<file path="config.mk">
export PLATFORM = sky130hd
export DESIGN_NAME = epulse_selector
export DESIGN_NICKNAME = d
export VERILOG_FILES = /design/src/rtl/epulse_pkg.sv /design/src/rtl/epulse_cfg.sv /design/src/rtl/epulse_dfc.sv /design/src/rtl/epulse_snap.sv /design/src/rtl/epulse_selector.sv
export SDC_FILE = /design/constraint.sdc
export NUM_CORES = 1
export LEC_CHECK = 0
export BUFFER_PORTS_ARGS = -buffer_cell sky130_fd_sc_hd__buf_4
export CELL_PAD_IN_SITES_DETAIL_PLACEMENT = 1
export CELL_PAD_IN_SITES_GLOBAL_PLACEMENT = 2
export CORE_ASPECT_RATIO = 1.1
export CORE_MARGIN = 4
export CORE_UTILIZATION = 33
export DETAILED_ROUTE_END_ITERATION = 8
export GPL_ROUTABILITY_DRIVEN = 1
export PLACE_DENSITY = 0.92
export SYNTH_ARGS = -nofsm -noshare
export SYNTH_HDL_FRONTEND = slang
export SYNTH_SLANG_ARGS = --single-unit
export TNS_END_PERCENT = 5
</file>
<file path="constraint.sdc">
create_clock -name clk -period 9.3 [get_ports clk]
set_clock_uncertainty 0.05 [all_clocks]
set_input_delay 1.86 -clock clk [delete_from_list [all_inputs] [get_ports clk]]
set_output_delay 1.86 -clock clk [all_outputs]
set_load 0.005 [all_outputs]
</file>
<file path="src/rtl/epulse_pkg.sv">
package epulse_pkg;
  localparam int NOUT = 3;
  localparam int CFG_W = 16;
  localparam logic [CFG_W-1:0] CFG_RST = 16'h0E00;
  localparam int DIS_LSB = 9;
  localparam int LAT_LSB = 12;

  typedef enum logic [1:0] {
    SRC_ACT = 2'd0,
    SRC_APP = 2'd1,
    SRC_OFF = 2'd2
  } src_e;

  function automatic src_e decode_mode(input logic [2:0] m);
    case (m)
      3'b010:                 decode_mode = SRC_APP;
      3'b001, 3'b011, 3'b100: decode_mode = SRC_OFF;
      default:                decode_mode = SRC_ACT;
    endcase
  endfunction
endpackage

</file>
<file path="src/rtl/epulse_cfg.sv">
module epulse_cfg
  import epulse_pkg::*;
(
  input  logic             clk,
  input  logic             rst_n,
  input  logic             we,
  input  logic [CFG_W-1:0] wdata,
  output src_e             src   [NOUT],
  output logic [NOUT-1:0]  dis,
  output logic [NOUT-1:0]  lat
);
  logic [CFG_W-1:0] cfg_q;

  always_ff @(posedge clk) begin
    if (!rst_n)  cfg_q <= CFG_RST;
    else if (we) cfg_q <= wdata;
  end

  genvar i;
  generate
    for (i = 0; i < NOUT; i++) begin : g_dec
      assign src[i] = decode_mode(cfg_q[3*i +: 3]);
      assign dis[i] = cfg_q[DIS_LSB + i];
      assign lat[i] = cfg_q[LAT_LSB + i];
    end
  endgenerate


  dis_follows_write_chk: assert property (@(posedge clk) disable iff (!rst_n)
    we |=> dis == $past(wdata[DIS_LSB +: NOUT]));
endmodule

</file>
<file path="src/rtl/epulse_dfc.sv">
module epulse_dfc
  import epulse_pkg::*;
#(
  parameter int PW = 16,
  parameter int AW = 20
) (
  input  logic          clk,
  input  logic          rst_n,
  input  logic          beat,
  input  src_e          src,
  input  logic [PW-1:0] act,
  input  logic [PW-1:0] app,
  input  logic [AW-1:0] thresh,
  output logic          pulse_q
);
  logic [AW-1:0] acc_q;
  logic [AW:0]   sum;
  logic [PW-1:0] val;

  always_comb begin
    val = (src == SRC_APP) ? app : act;
    sum = {1'b0, acc_q} + {{(AW + 1 - PW){1'b0}}, val};
  end

  always_ff @(posedge clk) begin
    if (!rst_n) begin
      acc_q   <= '0;
      pulse_q <= 1'b0;
    end else begin
      pulse_q <= 1'b0;
      if (beat && src != SRC_OFF) begin
        if (sum >= {1'b0, thresh}) begin
          acc_q   <= AW'(sum - {1'b0, thresh});
          pulse_q <= 1'b1;
        end else begin
          acc_q <= sum[AW-1:0];
        end
      end
    end
  end


  pulse_needs_beat_chk: assert property (@(posedge clk) disable iff (!rst_n)
    pulse_q |-> $past(beat));

  idle_holds_acc_chk: assert property (@(posedge clk) disable iff (!rst_n)
    !beat |=> $stable(acc_q));

  off_no_pulse_chk: assert property (@(posedge clk) disable iff (!rst_n)
    (beat && src == SRC_OFF) |=> (!pulse_q && $stable(acc_q)));
endmodule

</file>
<file path="src/rtl/epulse_snap.sv">
module epulse_snap #(
  parameter int W = 64
) (
  input  logic         clk,
  input  logic         rst_n,
  input  logic         take,
  input  logic [W-1:0] din,
  output logic [W-1:0] q
);
  always_ff @(posedge clk) begin
    if (!rst_n)    q <= '0;
    else if (take) q <= din;
  end


  snap_hold_chk: assert property (@(posedge clk) disable iff (!rst_n)
    !take |=> $stable(q));
endmodule

</file>
<file path="src/rtl/epulse_selector.sv">
module epulse_selector
  import epulse_pkg::*;
#(
  parameter int PW = 16,
  parameter int AW = 20,
  parameter int EW = 32,
  parameter int NE = 2
) (
  input  logic                   clk,
  input  logic                   rst_n,
  input  logic                   cfg_we,
  input  logic [15:0]            cfg_wdata,
  input  logic [AW-1:0]          thresh,
  input  logic                   s_valid,
  output logic                   s_ready,
  input  logic [3*PW-1:0]        act_sum,
  input  logic [3*PW-1:0]        app_sum,
  input  logic [NE*EW-1:0]       energy_in,
  output logic [2:0]             pulse_pin,
  output logic [3*NE*EW-1:0]     snap_out
);
  localparam int SW = NE * EW;

  src_e            src [NOUT];
  logic [NOUT-1:0] dis, lat, pulse;
  logic            beat;

  assign s_ready = 1'b1;
  assign beat    = s_valid & s_ready;

  epulse_cfg u_cfg (
    .clk(clk), .rst_n(rst_n), .we(cfg_we), .wdata(cfg_wdata),
    .src(src), .dis(dis), .lat(lat)
  );

  genvar i;
  generate
    for (i = 0; i < NOUT; i++) begin : g_out
      epulse_dfc #(.PW(PW), .AW(AW)) u_dfc (
        .clk(clk), .rst_n(rst_n), .beat(beat), .src(src[i]),
        .act(act_sum[i*PW +: PW]), .app(app_sum[i*PW +: PW]),
        .thresh(thresh), .pulse_q(pulse[i])
      );
      epulse_snap #(.W(SW)) u_snap (
        .clk(clk), .rst_n(rst_n), .take(pulse[i] & lat[i]),
        .din(energy_in), .q(snap_out[i*SW +: SW])
      );
      assign pulse_pin[i] = pulse[i] & ~dis[i];
    end
  endgenerate


  ready_high_chk: assert property (@(posedge clk) disable iff (!rst_n)
    s_ready);

  pin_after_beat_chk: assert property (@(posedge clk) disable iff (!rst_n)
    (|pulse_pin) |-> $past(s_valid));
endmodule

</file>
==> summary.txt <==
Clocking
  • Root Buffer: clkbuf_16
  • CTS Buffer Depth: 3
  • CTS tree: done
  • Post-CTS Setup Bufs: 0
  • CTS Sinks: 270
  • Worst-Skew Late Latency: 0.55 ns
  • Cts bufs inserted: 34
  • Htree depth: 2
  • PostCTS Resize Cnt: 0
  • # hold bufs at CTS: 0
  • CTS clk-pin slew, worst paths: 0.06 ns

Timing
  • Final worst path period share: 0.728
  • Fin worst setup slack: 2.53 ns
  • Fmax achieved: 148 MHz
  • Slew margin rel.: 0.158
  • Unrepaired setup endpoints after global routing: false
  • Least-Margin Pin Slew: 1.26 ns
  • Hold Fails Final Rpt: 0
  • Slew Limit Fails: 0
  • Final setup viols: 0
  • Setup TNS: 0 ns
  • Final Critical Period: 6.77 ns

Global route
  • First-pass GRT wire length: 90,900 um
  • Initial antenna violation count: 1
  • Largest net degree at the start of global routing: 139
  • Met3 Use GR: 0.0474
  • Remaining Overflow, GRT: 0
  • Met1 Use GR: 0.257
  • Total track usage: 0.219
  • Number of global-route vias before repair: 16,100
  • GR Util met2: 0.396
  • Busiest grt layer: met2

Floorplanning
  • Initial Util: 0.335
  • Die area: 0.0511 mm2
  • Die height: 237 um
  • CORE AREA: 0.0468 mm2
  • Rows: 83
  • Ports: 396
  • DIE WIDTH: 216 um

Placement
  • IO Port Bufs: 393
  • DP Area: 0.0191 mm2
  • Place WS: 1.95 ns
  • Routability cong.: 0.825
  • DP HPWL: 44,300 um

Power
  • Total power draw: 4210 uW
  • Worst vdd ir: 0.106 mV
  • Leak: 0.00867 uW
  • Pwr dens: 207 mW/mm2

Job
  • Max cap viols: 0

Worst setup path
  • Arrival @ worst endpoint: 7.08 ns
  • Startpoint Class: input pin
  • WS Path Type: in2reg
  • Critical path, cell by cell: buf_4 > mux2_2 > ha_1 > fa_1 > a211oi_1 > nor2_1 > o22ai_1 > nor2b_1 > o21a_1 > o41ai_1 > xnor2_1 > ha_1 > nand4_1 > nor3_1 > o211ai_1 > a21boi_1 > o21ai_2 > o211ai_1 > buf_4 > mux2i_1 > a21oi_1
  • CP delay by family, top: compound AO/OA/AOI/OAI gates
  • Worst Path Max Fanout: 22
  • Crit path from: app_sum[32]
  • CP Capture Type: register
  • Worst path max stage delay: 0.62 ns
  • Worst Path Required: 9.60 ns
  • Bufs and invs on worst path: 2
  • FF-to-FF Start: u_cfg.cfg_q[0]$_SDFFE_PN0P_
  • Critical-path top delay cell: o211ai_1

Outcome
  • Status: completed

Cells and area
  • Final instance area: 0.0203 mm2
  • Filler instances: 5,785
  • Area of the multi-input gates: 0.00975 mm2
  • Register area: 0.00541 mm2
  • Ratio of cells with drive above 1 in the final layout: 0.224
  • P&R area growth vs syn: 29.4%
  • Nets: 2,658

Drt
  • DRT antenna net count: 0
  • Drt pass-1 iters: 5
  • Wire per inst: 19.7 um
  • Via count: 15,700
  • Final wirelength: 59,200 um
  • Vias/cell: 5.24
  • Drt drc: 0
  • Initial DRC count: 690

Synth
  • Top_reg_cell synth: dfxtp_1
  • FFs w/ async S/R, synth: 0
  • Synth unique cells: 76
  • Most common cell in the netlist: nand2_1
  • Cell count after synthesis: 2,000
  • Main combinational cell family by area after synthesis: compound AO/OA/AOI/OAI gates
  • Synth Area in Compound Gates: 0.216
  • #FFs+latches synth: 270
  • Net Count, Synth: 2,317
  • Adder-cell share of the synthesized area: 0.0961
  • Sequential share of the synthesized area: 0.344
  • Area share of and/or/nand/nor cells after synthesis: 0.189
  • Synth top area share: 0.344
  • Post-synth top cells: nand2_1 (454), a21oi_1 (320), dfxtp_1 (270)
  • Number of flops mapped to enable cells by yosys: 0
  • Top cells by area, synth: dfxtp_1 (34%), nand2_1 (11%), a21oi_1 (10%)
  • Synth Area in XOR/XNOR: 0.0541
  • Synth Warn #: 0
  • Syn_area_per_cell: 7.85 um2
  • Synthesized cell area: 0.0157 mm2
  • Mux cell area share after synthesis: 0.0626
  • Biggest area consumer among synthesized cells: dfxtp_1

Hold path
  • HP Start: g_out[2].u_snap.q[30]$_SDFFE_PN0P_
  • HP Class: reg2reg
-- metrics by stage --
stage               hold WS, ns   util  std cells
global placement          0.392  0.409       2942
detailed placement        0.397  0.409       2942
CTS                       0.405  0.434       2999
floorplan                 0.392      -       2000
global route              0.419  0.434       3000
finish                    0.404  0.434       3000
-- sequential cells by signal, indices dropped and copies added, names as in the netlist --
register             cells
g_out.u_dfc.acc_q       60
g_out.u_dfc.pulse_q      3
g_out.u_snap.q         192
u_cfg.cfg_q             15
-- power breakdown --
part / switching (uW) / internal [uW]
Clock: 539 / 831
Sequential: 38.8 / 1210
Combinational: 903 / 695
Total: 1480 / 2730
-- area by class of cell --
| cell class | count | share of cell area |
|---|---|---|
| clock inverter | 11 | 0.0104 |
| multi-input combinational | 1586 | 0.480 |
| clock buffer | 46 | 0.0466 |
| sequential | 270 | 0.266 |
| antenna | 1 | 0.000123 |
| tap | 637 | 0.0392 |
| timing repair buffer | 401 | 0.148 |
| inverter | 48 | 0.00912 |
-- cell usage in the layout, fill, tap and decap left out, types with 47 or more instances in the layout --
master   count
nor2_1      99
a21oi_1    320
o21ai_0    102
ha_1       111
inv_1       47
nand2_1    451
dfxtp_1    270
buf_4      401
xnor2_1     70
mux2_2      49
-- routing by layer --
layer / wire, um / up-vias
met5: 0 / -
met4: 1920 / 0
met3: 3340 / 90
met2: 29200 / 378
met1: 24800 / 7596
li1: - / 7654
-- final timing paths --
check                                          endpoint  slack, ns  cells past startpoint
setup / recovery   g_out[2].u_dfc.acc_q[6]$_SDFFE_PN0P_       2.53                     21
hold / removal       g_out[2].u_snap.q[30]$_SDFFE_PN0P_       0.40                      2
setup reg to reg  g_out[0].u_dfc.acc_q[13]$_SDFFE_PN0P_       2.64                     22
hold reg to reg      g_out[2].u_snap.q[30]$_SDFFE_PN0P_       0.40                      2
-- worst min-delay path: stages (launching register included) --
cell and delay (ns):
dfxtp_1 0.30, nand2_1 0.05, a21oi_1 0.05
-- logic make-up (layout without fill, tap and decap cells) --
kind of cell	Yosys count	count (layout)
fa+ha+maj	117	117
xor+xnor	97	97
flops	270	270
mux	92	92
compound gates	581	581
other cells	1	2
buf+inv	144	506
simple gates	698	698
(Power assumes the default switching activity.)
